$ cat config.mk
export PLATFORM = sky130hd
export DESIGN_NAME = uart_os_rx
export DESIGN_NICKNAME = d
export VERILOG_FILES = /design/src/rtl/uart_os_rx_pkg.sv /design/src/rtl/uart_os_rx_rstsync.sv /design/src/rtl/uart_os_rx_linesync.sv /design/src/rtl/uart_os_rx_vote.sv /design/src/rtl/uart_os_rx_ctrl.sv /design/src/rtl/uart_os_rx.sv
export SDC_FILE = /design/constraint.sdc
export NUM_CORES = 1
export LEC_CHECK = 0
export ABC_AREA = 1
export CORE_MARGIN = 2
export CORE_UTILIZATION = 40
export CTS_CLUSTER_SIZE = 30
export DETAILED_ROUTE_END_ITERATION = 6
export PLACE_DENSITY = 0.56
export SYNTH_ARGS = -nofsm -noshare
export SYNTH_HDL_FRONTEND = slang
export SYNTH_SLANG_ARGS = --single-unit
$ cat constraint.sdc
create_clock -name clk -period 1.4 [get_ports clk]
set_input_delay 0.28 -clock clk [delete_from_list [all_inputs] [get_ports clk]]
set_output_delay 0.28 -clock clk [all_outputs]
set_load 0.02 [all_outputs]
$ cat src/rtl/uart_os_rx_pkg.sv
package uart_os_rx_pkg;
  typedef enum logic [1:0] {
    RX_IDLE  = 2'd0,
    RX_START = 2'd1,
    RX_DATA  = 2'd2,
    RX_STOP  = 2'd3
  } rx_state_e;
endpackage

$ cat src/rtl/uart_os_rx_rstsync.sv
module uart_os_rx_rstsync #(
  parameter int STAGES = 2
) (
  input  logic clk,
  input  logic rst_n,
  output logic rst_n_sync
);
  logic [STAGES-1:0] chain_q;

  always_ff @(posedge clk or negedge rst_n) begin
    if (!rst_n) chain_q <= '0;
    else        chain_q <= {chain_q[STAGES-2:0], 1'b1};
  end

  assign rst_n_sync = chain_q[STAGES-1];
endmodule

$ cat src/rtl/uart_os_rx_linesync.sv
module uart_os_rx_linesync #(
  parameter int SYNC_STAGES = 2
) (
  input  logic clk,
  input  logic rst_n,
  input  logic rt_tick,
  input  logic rxd_in,
  output logic line_smp,
  output logic line_fall
);
  logic [SYNC_STAGES-1:0] sync_q;
  logic                   prev_q;
  logic                   prev_d;

  // metastability chain, idle level is high
  always_ff @(posedge clk or negedge rst_n) begin
    if (!rst_n) sync_q <= '1;
    else        sync_q <= {sync_q[SYNC_STAGES-2:0], rxd_in};
  end

  assign line_smp = sync_q[SYNC_STAGES-1];

  always_comb begin
    prev_d = prev_q;
    if (rt_tick) prev_d = line_smp;
  end

  always_ff @(posedge clk or negedge rst_n) begin
    if (!rst_n) prev_q <= 1'b1;
    else        prev_q <= prev_d;
  end

  assign line_fall = rt_tick & prev_q & ~line_smp;
endmodule

$ cat src/rtl/uart_os_rx_vote.sv
module uart_os_rx_vote #(
  parameter int OSR = 16,
  localparam int CW = $clog2(OSR + 1)
) (
  input  logic          clk,
  input  logic          rst_n,
  input  logic          rt_tick,
  input  logic [CW-1:0] rt_cur,
  input  logic          line_smp,
  output logic          vote_maj,
  output logic          vote_noise
);
  localparam int MID = OSR / 2 + 1;
  localparam logic [CW-1:0] RT_S0 = CW'(MID - 1);
  localparam logic [CW-1:0] RT_S1 = CW'(MID);

  logic s0_q, s1_q, s0_d, s1_d;

  always_comb begin
    s0_d = s0_q;
    s1_d = s1_q;
    if (rt_tick && rt_cur == RT_S0) s0_d = line_smp;
    if (rt_tick && rt_cur == RT_S1) s1_d = line_smp;
  end

  always_ff @(posedge clk or negedge rst_n) begin
    if (!rst_n) begin
      s0_q <= 1'b1;
      s1_q <= 1'b1;
    end else begin
      s0_q <= s0_d;
      s1_q <= s1_d;
    end
  end

  // third sample is the live one, taken in the evaluating RT cycle
  assign vote_maj   = (s0_q & s1_q) | (s0_q & line_smp) | (s1_q & line_smp);
  assign vote_noise = ~((s0_q == s1_q) && (s1_q == line_smp));
endmodule

$ cat src/rtl/uart_os_rx_ctrl.sv
module uart_os_rx_ctrl
  import uart_os_rx_pkg::*;
#(
  parameter int OSR      = 16,
  parameter int DATA_MAX = 9,
  localparam int CW = $clog2(OSR + 1),
  localparam int IW = $clog2(DATA_MAX)
) (
  input  logic                clk,
  input  logic                rst_n,
  input  logic                rt_tick,
  input  logic                line_fall,
  input  logic                len9_mode,
  input  logic                vote_maj,
  input  logic                vote_noise,
  output logic [CW-1:0]       rt_cur,
  output logic [DATA_MAX-1:0] rx_data,
  output logic                rx_valid,
  output logic                rx_noise,
  output logic                rx_frame_err
);
  localparam int MID = OSR / 2 + 1;
  localparam logic [CW-1:0] RT_ONE    = CW'(1);
  localparam logic [CW-1:0] RT_TWO    = CW'(2);
  localparam logic [CW-1:0] RT_EVAL   = CW'(MID + 1);
  localparam logic [CW-1:0] RT_LAST   = CW'(OSR);
  localparam logic [CW-1:0] EARLY_MAX = CW'(MID - 2);
  localparam logic [CW-1:0] LATE_MIN  = CW'(MID + 2);
  localparam logic [IW-1:0] IDX_LONG  = IW'(DATA_MAX - 1);
  localparam logic [IW-1:0] IDX_SHORT = IW'(DATA_MAX - 2);

  rx_state_e           st_q, st_d;
  logic [CW-1:0]       rt_q, rt_d;
  logic [IW-1:0]       idx_q, idx_d;
  logic                m9_q, m9_d;
  logic [DATA_MAX-1:0] sh_q, sh_d;
  logic                nacc_q, nacc_d;
  logic [DATA_MAX-1:0] dat_q, dat_d;
  logic                vld_q, vld_d;
  logic                nf_q, nf_d;
  logic                fe_q, fe_d;
  logic                bit_end;
  logic [IW-1:0]       idx_last;

  assign idx_last = m9_q ? IDX_LONG : IDX_SHORT;
  assign bit_end  = (rt_q == RT_LAST) || (line_fall && rt_q >= LATE_MIN);

  always_comb begin
    st_d   = st_q;
    rt_d   = rt_q;
    idx_d  = idx_q;
    m9_d   = m9_q;
    sh_d   = sh_q;
    nacc_d = nacc_q;
    dat_d  = dat_q;
    vld_d  = 1'b0;
    nf_d   = nf_q;
    fe_d   = fe_q;
    if (rt_tick) begin
      if (st_q == RX_IDLE) begin
        if (line_fall) begin
          st_d   = RX_START;
          rt_d   = RT_TWO;
          idx_d  = '0;
          m9_d   = len9_mode;
          nacc_d = 1'b0;
        end
      end else begin
        rt_d = rt_q + 1'b1;
        // slow sender: edge before the sample window re-times this bit
        if (line_fall && rt_q >= RT_TWO && rt_q <= EARLY_MAX) rt_d = RT_TWO;
        if (rt_q == RT_EVAL) begin
          case (st_q)
            RX_START: begin
              if (vote_maj) st_d = RX_IDLE;
              else          nacc_d = nacc_q | vote_noise;
            end
            RX_DATA: begin
              sh_d   = {vote_maj, sh_q[DATA_MAX-1:1]};
              nacc_d = nacc_q | vote_noise;
            end
            RX_STOP: begin
              vld_d = 1'b1;
              dat_d = m9_q ? sh_q : {1'b0, sh_q[DATA_MAX-1:1]};
              nf_d  = nacc_q | vote_noise;
              fe_d  = ~vote_maj;
              st_d  = RX_IDLE;
            end
            default: ;
          endcase
        end
        // end of bit, or fast sender whose next bit has already begun
        if (bit_end && st_q != RX_STOP && st_d != RX_IDLE) begin
          rt_d = line_fall ? RT_TWO : RT_ONE;
          if (st_q == RX_START) begin
            st_d  = RX_DATA;
            idx_d = '0;
          end else if (idx_q == idx_last) begin
            st_d = RX_STOP;
          end else begin
            idx_d = idx_q + 1'b1;
          end
        end
      end
    end
  end

  always_ff @(posedge clk or negedge rst_n) begin
    if (!rst_n) begin
      st_q   <= RX_IDLE;
      rt_q   <= RT_ONE;
      idx_q  <= '0;
      m9_q   <= 1'b0;
      sh_q   <= '0;
      nacc_q <= 1'b0;
      dat_q  <= '0;
      vld_q  <= 1'b0;
      nf_q   <= 1'b0;
      fe_q   <= 1'b0;
    end else begin
      st_q   <= st_d;
      rt_q   <= rt_d;
      idx_q  <= idx_d;
      m9_q   <= m9_d;
      sh_q   <= sh_d;
      nacc_q <= nacc_d;
      dat_q  <= dat_d;
      vld_q  <= vld_d;
      nf_q   <= nf_d;
      fe_q   <= fe_d;
    end
  end

  assign rt_cur       = rt_q;
  assign rx_data      = dat_q;
  assign rx_valid     = vld_q;
  assign rx_noise     = nf_q;
  assign rx_frame_err = fe_q;

  p_valid_one_cycle_r8: assert property (@(posedge clk) disable iff (!rst_n)
    vld_q |=> !vld_q);

  p_rt_in_range_r2: assert property (@(posedge clk) disable iff (!rst_n)
    (st_q != RX_IDLE) |-> (rt_q >= RT_ONE && rt_q <= RT_LAST));

  p_false_start_idle_r3: assert property (@(posedge clk) disable iff (!rst_n)
    (rt_tick && st_q == RX_START && rt_q == RT_EVAL && vote_maj)
      |=> (st_q == RX_IDLE && !vld_q));

  p_fe_on_low_stop_r5: assert property (@(posedge clk) disable iff (!rst_n)
    (rt_tick && st_q == RX_STOP && rt_q == RT_EVAL && !vote_maj)
      |=> (vld_q && fe_q));

  p_noise_on_stop_r4: assert property (@(posedge clk) disable iff (!rst_n)
    (rt_tick && st_q == RX_STOP && rt_q == RT_EVAL && vote_noise)
      |=> (vld_q && nf_q));

  p_msb_zero_r6: assert property (@(posedge clk) disable iff (!rst_n)
    (vld_q && !m9_q) |-> (dat_q[DATA_MAX-1] == 1'b0));
endmodule

$ cat src/rtl/uart_os_rx.sv
module uart_os_rx #(
  parameter int OSR         = 16,
  parameter int DATA_MAX    = 9,
  parameter int SYNC_STAGES = 2,
  parameter int RST_STAGES  = 2
) (
  input  logic                clk,
  input  logic                rst_n,
  input  logic                rt_tick,
  input  logic                rxd_in,
  input  logic                len9_mode,
  output logic [DATA_MAX-1:0] rx_data,
  output logic                rx_valid,
  output logic                rx_noise,
  output logic                rx_frame_err
);
  localparam int CW = $clog2(OSR + 1);

  logic          rst_n_s;
  logic          line_smp;
  logic          line_fall;
  logic          vote_maj;
  logic          vote_noise;
  logic [CW-1:0] rt_cur;

  uart_os_rx_rstsync #(.STAGES(RST_STAGES)) i_rstsync (
    .clk        (clk),
    .rst_n      (rst_n),
    .rst_n_sync (rst_n_s)
  );

  uart_os_rx_linesync #(.SYNC_STAGES(SYNC_STAGES)) i_linesync (
    .clk       (clk),
    .rst_n     (rst_n_s),
    .rt_tick   (rt_tick),
    .rxd_in    (rxd_in),
    .line_smp  (line_smp),
    .line_fall (line_fall)
  );

  uart_os_rx_vote #(.OSR(OSR)) i_vote (
    .clk        (clk),
    .rst_n      (rst_n_s),
    .rt_tick    (rt_tick),
    .rt_cur     (rt_cur),
    .line_smp   (line_smp),
    .vote_maj   (vote_maj),
    .vote_noise (vote_noise)
  );

  uart_os_rx_ctrl #(.OSR(OSR), .DATA_MAX(DATA_MAX)) i_ctrl (
    .clk          (clk),
    .rst_n        (rst_n_s),
    .rt_tick      (rt_tick),
    .line_fall    (line_fall),
    .len9_mode    (len9_mode),
    .vote_maj     (vote_maj),
    .vote_noise   (vote_noise),
    .rt_cur       (rt_cur),
    .rx_data      (rx_data),
    .rx_valid     (rx_valid),
    .rx_noise     (rx_noise),
    .rx_frame_err (rx_frame_err)
  );
endmodule

# [Word-level counts from Yosys, hierarchy flattened]
# Index checks and enable logic that the tools add are counted.
[word_totals] mem_bits_rw=0 word_cells=97 mem_bits_ro=0 latch_bits=0 in_bits=5 reg_bits=41 out_inout_bits=12 n_memories=0
[op_classes] n_div=0 n_lt_le_gt_ge=3 eq_ne=14 reduce_logical=20 shifts=0 bitwise_logic=12 mux=31 n_mul=0 add_sub_neg=2
[op_table] operator="$mux W4" count=6
[op_table] operator="$mux W2" count=10
[op_table] operator="$mux W5" count=4
[op_table] operator="$eq A5 B4 Y1 const B" count=3
[op_table] operator="$reduce_and A4 Y1" count=3
[op_table] operator="$mux W9" count=1
[op_table] operator="$logic_and A1 B1 Y1" count=8
[op_table] operator="$mux W1" count=8
[op_table] operator="$reduce_bool A2 Y1" count=3
[op_table] operator="$add A5 B1 Y5 const B" count=1
[op_table] operator="$and A1 B1 Y1" count=5
[op_table] operator="$eq A5 B5 Y1 const B" count=1
[op_table] operator="$ge A5 B2 Y1 const B" count=1
[op_table] operator="$ge A5 B4 Y1 const B" count=1
[op_table] operator="$le A5 B3 Y1 const B" count=1
[op_table] operator="$reduce_and A5 Y1" count=1
[op_table] operator="$add A4 B1 Y4 const B" count=1
[op_table] operator="$eq A2 B2 Y1 const B" count=2
[op_table] operator="$eq A4 B4 Y1" count=1
[op_table] operator="$not A1 Y1" count=4
[op_table] operator="$pmux W2 S2" count=1
[op_table] operator="$ne A3 B1 Y1 const B" count=1
[op_table] operator="$ne A3 B3 Y1 const B" count=1
[op_table] operator="$or A1 B1 Y1" count=3
[op_table] operator="10 further kinds" count=11

# [Logic depth before layout (Yosys ltp)]
[logic_depth] ltp_word=12 mapped_depth=12 ltp_nobuf=12

# [Modules after synthesis]
# A second synthesis with hierarchy kept.
[hier_totals] cells_unflattened=272 area_unflattened_um2=2143.3
[by_module_without_submodules] mod="uart_os_rx_ctrl" instances=1 cells_each=234 seq_area_each_um2=852.1 area_per_inst_um2=1808.0
[by_module_without_submodules] mod="uart_os_rx_vote" instances=1 cells_each=26 seq_area_each_um2=52.6 area_per_inst_um2=180.2
[by_module_without_submodules] mod="uart_os_rx_linesync" instances=1 cells_each=9 seq_area_each_um2=78.8 area_per_inst_um2=101.3
[by_module_without_submodules] mod="uart_os_rx_rstsync" instances=1 cells_each=3 seq_area_each_um2=50.0 area_per_inst_um2=53.8

# [Worst setup path after synthesis]
# No wires, ideal clock.
[synth_timing] path_type="reg2reg" from="register i_ctrl.rt_q[0], in the netlist i_ctrl.rt_cur[0]" to="register i_ctrl.idx_q[0]" n_path_buf=0 stages_incl_launch_ff=13 setup_slack_ps=-212 synth_period_minus_slack_ps=1612 required_time_ps=1283 setup_ps=117 arrival_ps=1496 path_cell_list="dfstp_2 -> inv_1 -> ha_1 -> nand2_1 -> nor2_4 -> nand2_1 -> nand2_1 -> nand2_1 -> nand2_2 -> nand2_4 -> nand2_2 -> nand2_1 -> nand2_1"
[synth_between] elab_chain_cells=8 elab_cells_between_ends=13 cone_classes="order compare: 1; eq/ne: 2; mux: 3; reduce/logical: 7"
[synth_lines] item="from (decl)" line_no="uart_os_rx_ctrl.sv:33" rtl="logic [CW-1:0] rt_q, rt_d;"
[synth_lines] item="from (signal assigned)" line_no="uart_os_rx_ctrl.sv:122" rtl="rt_q <= rt_d;"
[synth_lines] item="$eq A5 B4 Y1" line_no="uart_os_rx_ctrl.sv:72" rtl="if (rt_q == RT_EVAL) begin"
[synth_lines] item="$mux W2" line_no="uart_os_rx_ctrl.sv:72"
[synth_lines] item="$mux W2" line_no="uart_os_rx_ctrl.sv:60" rtl="if (st_q == RX_IDLE) begin"
[synth_lines] item="$mux W2" line_no="uart_os_rx_ctrl.sv:59" rtl="if (rt_tick) begin"
[synth_lines] item="$reduce_bool A2 Y1" line_no="uart_os_rx_ctrl.sv:93" rtl="if (bit_end && st_q != RX_STOP && st_d != RX_IDLE) begin"
[synth_lines] item="$logic_and A1 B1 Y1 (*)" line_no="uart_os_rx_ctrl.sv:93"
[synth_lines] item="$reduce_bool A2 Y1 (no line) (*)"
[synth_lines] item="$reduce_and A4 Y1 (no line) (*)"
[synth_lines] item="to (signal assigned)" line_no="uart_os_rx_ctrl.sv:123" rtl="idx_q <= idx_d;"
[synth_lines] item="to (decl)" line_no="uart_os_rx_ctrl.sv:34" rtl="logic [IW-1:0] idx_q, idx_d;"
# Every way passes the cells marked *; elsewhere a longest branch is shown, timed or not. The select of a mux whose other input is x is not followed.
# A chain may end at the register's enable or synchronous reset.

# [Final worst setup path]
[layout_timing] from="register i_ctrl.rt_q[0], in the netlist i_ctrl.rt_cur[0]" to="register i_ctrl.rt_q[2], in the netlist i_ctrl.rt_cur[2]"
[layout_between] elab_chain_cells=8 elab_cells_between_ends=19 cone_classes="add/sub: 1; order compare: 3; eq/ne: 2; mux: 6; reduce/logical: 7"
[layout_lines] item="$eq A5 B4 Y1" line_no="uart_os_rx_ctrl.sv:72"
[layout_lines] item="$mux W2" line_no="uart_os_rx_ctrl.sv:72"
[layout_lines] item="$mux W2" line_no="uart_os_rx_ctrl.sv:60"
[layout_lines] item="$mux W2" line_no="uart_os_rx_ctrl.sv:59"
[layout_lines] item="$reduce_bool A2 Y1" line_no="uart_os_rx_ctrl.sv:93"
[layout_lines] item="$logic_and A1 B1 Y1" line_no="uart_os_rx_ctrl.sv:93"
[layout_lines] item="$mux W5 (*)" line_no="uart_os_rx_ctrl.sv:93"
[layout_lines] item="$mux W5 (*)" line_no="uart_os_rx_ctrl.sv:60"
# Marked as above.

==> out/metrics.cfg <==
[detailed_routing]
route.vias.total = 1826
drt-pass1-iter-count = 4
postRouteAntennaNets = 0
wl_per_cell_um = 12.57
wl_mm = 4.839
route.detailed.drc = 0
first_iter_violations = 97
via_per_inst = 4.743

[finish]
fillers = 456
diodes = 0
stdcell_count = 385
mostFrequentLayoutCell = nand2_1
drive_gt1_share_pct = 39.68
areaGrowthSynthToFinish_pct = 47.35
nets = 326
utilization_pct = 61.00
final_cell_mix = nand2_1 (55), buf_4 (34), dfrtp_1 (33), nor2_1 (18), inv_1 (16)

[global_routing]
grt_pass1_wl_mm = 7.596
grt_overflow = 0
gr-max-usage-layer = met2
grt_pass1_vias = 1672
grt_util_met3_pct = 3.199
grt_start_max_net_pins = 40
met1_usage_pct = 20.88
grt_use_total_pct = 16.32
grt_util_met2_pct = 27.70
antenna_found_initial = 0

[clock_network]
ctsLongestPathBuffers = 2
tritoncts = yes
cts.htree.levels = 2
cts_made_buffers = 5
cts_num_sinks = 41
cts.reportedPaths.clkPinSlew_ns = 0.09
cts_root_buf = clkbuf_8
clk-insertion-delay-late_ns = 0.30

[timing]
setup_viol = 32
grt_setup_unrepaired = yes
fin_crit_sh_pct = 113.7
finalClockSkew_ns = 0.01154
hold_slack_ns = 0.1404
finalWorstSetupSlack_ns = -0.1922
hold_violations = 0
final.min_clock_period_ns = 1.592
max_freq_mhz = 628.0
slew_viol_final = 0

[logic_synthesis]
netlist_area_mm2 = 0.002101
yosys_warnings = 0
async_reset_ff_share_pct = 100.0
yosysTopAreaCellShare_pct = 41.69
yosys-top-cells-area = dfrtp_1 (42%), nand2_1 (12%), dfstp_2 (7.5%)
synth_edf_count = 0
synthFlopType = dfrtp_1
synth.largest_area_cell = dfrtp_1
synth_cell_types = 38
syn-num-nets = 265
netlist_instances = 253
ys_seq_area_share_pct = 49.20
synth_seq_cells = 41
syn_area_per_cell_um2 = 8.303

[critical_path]
critPathRequiredTime_ns = 1.62
cp_max_fo = 6
end_kind = flop
crit_top_cell = nand2_4
reg2reg_slack_ns = -0.19
critPathBufInv = 2
cp_data_arrival_time_ns = 1.81
cp-start-kind = flop
critPathSlowestCell = dfstp_2
critPathMaxStageDelay_ns = 0.58
crit_chain = inv_4 > ha_4 > nand3_1 > nand2_1 > nand2_2 > nor2_4 > nand2_4 > nand2_4 > buf_4 > o22ai_1
critPathTopFamily = flip-flops
crit_type = flop to flop

[outcome]
status = complete, but fails checks
violations = setup timing

[placement]
dp_hpwl_mm = 3.153
numPortBuffers = 16
place_inst = 365
gp_congestion = 0.8479

[power_and_ir_drop]
ir_worst_vdd_mv = 1.041
power_density_mw_per_mm2 = 1965
leakage_uw = 0.001504

[die]
initial_core_util_pct = 41.40
design.core.area_mm2 = 0.005075
die_w_um = 76.47
die-area_mm2 = 0.005848
io_pins = 17
fp.dieH_um = 76.47
num_rows = 26

[min_path]
hp-class = input port to async pin

[run]
maxCapViolCount = 0

## cells by family (layout without fill, tap and decap cells)
group | after synthesis | count (layout) | share of synthesized area (%)
AND/OR/NAND/NOR | 130 | 130 | 28.29
flip-flops | 41 | 41 | 49.20
AO/OA/AOI/OAI | 39 | 39 | 10.90
XOR/XNOR | 2 | 2 | 0.8340
adder cells (fa/ha/maj) | 7 | 7 | 4.169
buffers and inverters | 33 | 95 | 6.432
other | 1 | 1 | 0.1785
## per-stage QoR
stage                     setup slack, ns  setup TNS, ns  power [uW]  area, um^2
after floorplan                   -0.1295         -1.291        3477        2125
after global placement            -0.3923         -8.201        4485        2613
after global routing              -0.2740         -6.669        6559        3095
after detailed placement          -0.4367         -8.801        4520        2613
after CTS                         -0.2071         -3.933        5704        2815
final                             -0.1922         -3.954        6083        3095
## what timing repair did
action	in CTS	in global routing
setup buffers	1	6
resized for setup	25	50
gates cloned	1	4
pin swaps	4	5
endpoints found under the hold margin	0	0
endpoints found under the setup margin	45	34
hold buffers	0	0
## layout make-up
| cell class | count | area (um^2) | share of cell area (%) |
|---|---|---|---|
| sequential | 41 | 1036 | 33.47 |
| inverter | 27 | 111.4 | 3.597 |
| multi-input combinational | 179 | 1126 | 36.38 |
| timing repair buffer | 60 | 596.8 | 19.28 |
| clock buffer | 5 | 68.82 | 2.223 |
| tap | 70 | 87.58 | 2.829 |
| clock inverter | 3 | 68.82 | 2.223 |
## flip-flops by register name (all words and copies together), names as in the netlist, 2 cells and up
name,flops
i_ctrl.sh_q,9
i_linesync.sync_q,2
i_ctrl.idx_q,4
i_rstsync.chain_q,2
i_ctrl.rt_cur,5
i_ctrl.st_q,2
i_ctrl.rx_data,9
## power by group
group,leakage [uW],switching [uW],internal [uW]
Clock,0.0000687,451,718
Sequential,0.000481,350,1630
Combinational,0.000954,1620,1310
Total,0.00150,2430,3660
## synthesized netlist by cell type (all sizes together) (3+ instances only)
master and instances:
nand3 9, inv 27, o21ai 15, nand2 72, a31oi 8, dfstp 6, nor2 35, ha 7
nor3 3, dfrtp 35, buf 4, nand4 4, a21oi 12
## worst register-to-register path: stages, from the launching register on
cell and delay [ns]:
dfstp_2 0.58, inv_4 0.06, ha_4 0.16, nand3_1 0.07, nand2_1 0.06, nand2_2 0.09, nor2_4 0.05, nand2_4 0.10
nand2_4 0.09, buf_4 0.14, o22ai_1 0.12
## final timing paths
check                                                from                             end  cells past startpoint
hold reg to reg            i_rstsync.chain_q[1]$_DFF_PN0_      i_ctrl.sh_q[4]$_DFFE_PN0P_                      1
max in group asynchronous  i_rstsync.chain_q[1]$_DFF_PN0_   i_linesync.prev_q$_DFFE_PN1P_                      1
min in group clk           i_linesync.sync_q[0]$_DFF_PN1_  i_linesync.sync_q[1]$_DFF_PN1_                      0
setup reg to reg             i_ctrl.rt_cur[0]$_DFFE_PN1P_    i_ctrl.rt_cur[2]$_DFFE_PN0P_                     10
setup / recovery             i_ctrl.rt_cur[0]$_DFFE_PN1P_    i_ctrl.rt_cur[2]$_DFFE_PN0P_                     10
hold / removal                                      rst_n  i_rstsync.chain_q[0]$_DFF_PN0_                      1
## metal layers
metal / vias to the layer above / routed length (um)
met4: 0 / 59
met2: 27 / 2379
met5: - / 0
li1: 940 / -
met3: 6 / 129
met1: 853 / 2270
(Power assumes the default switching activity.)
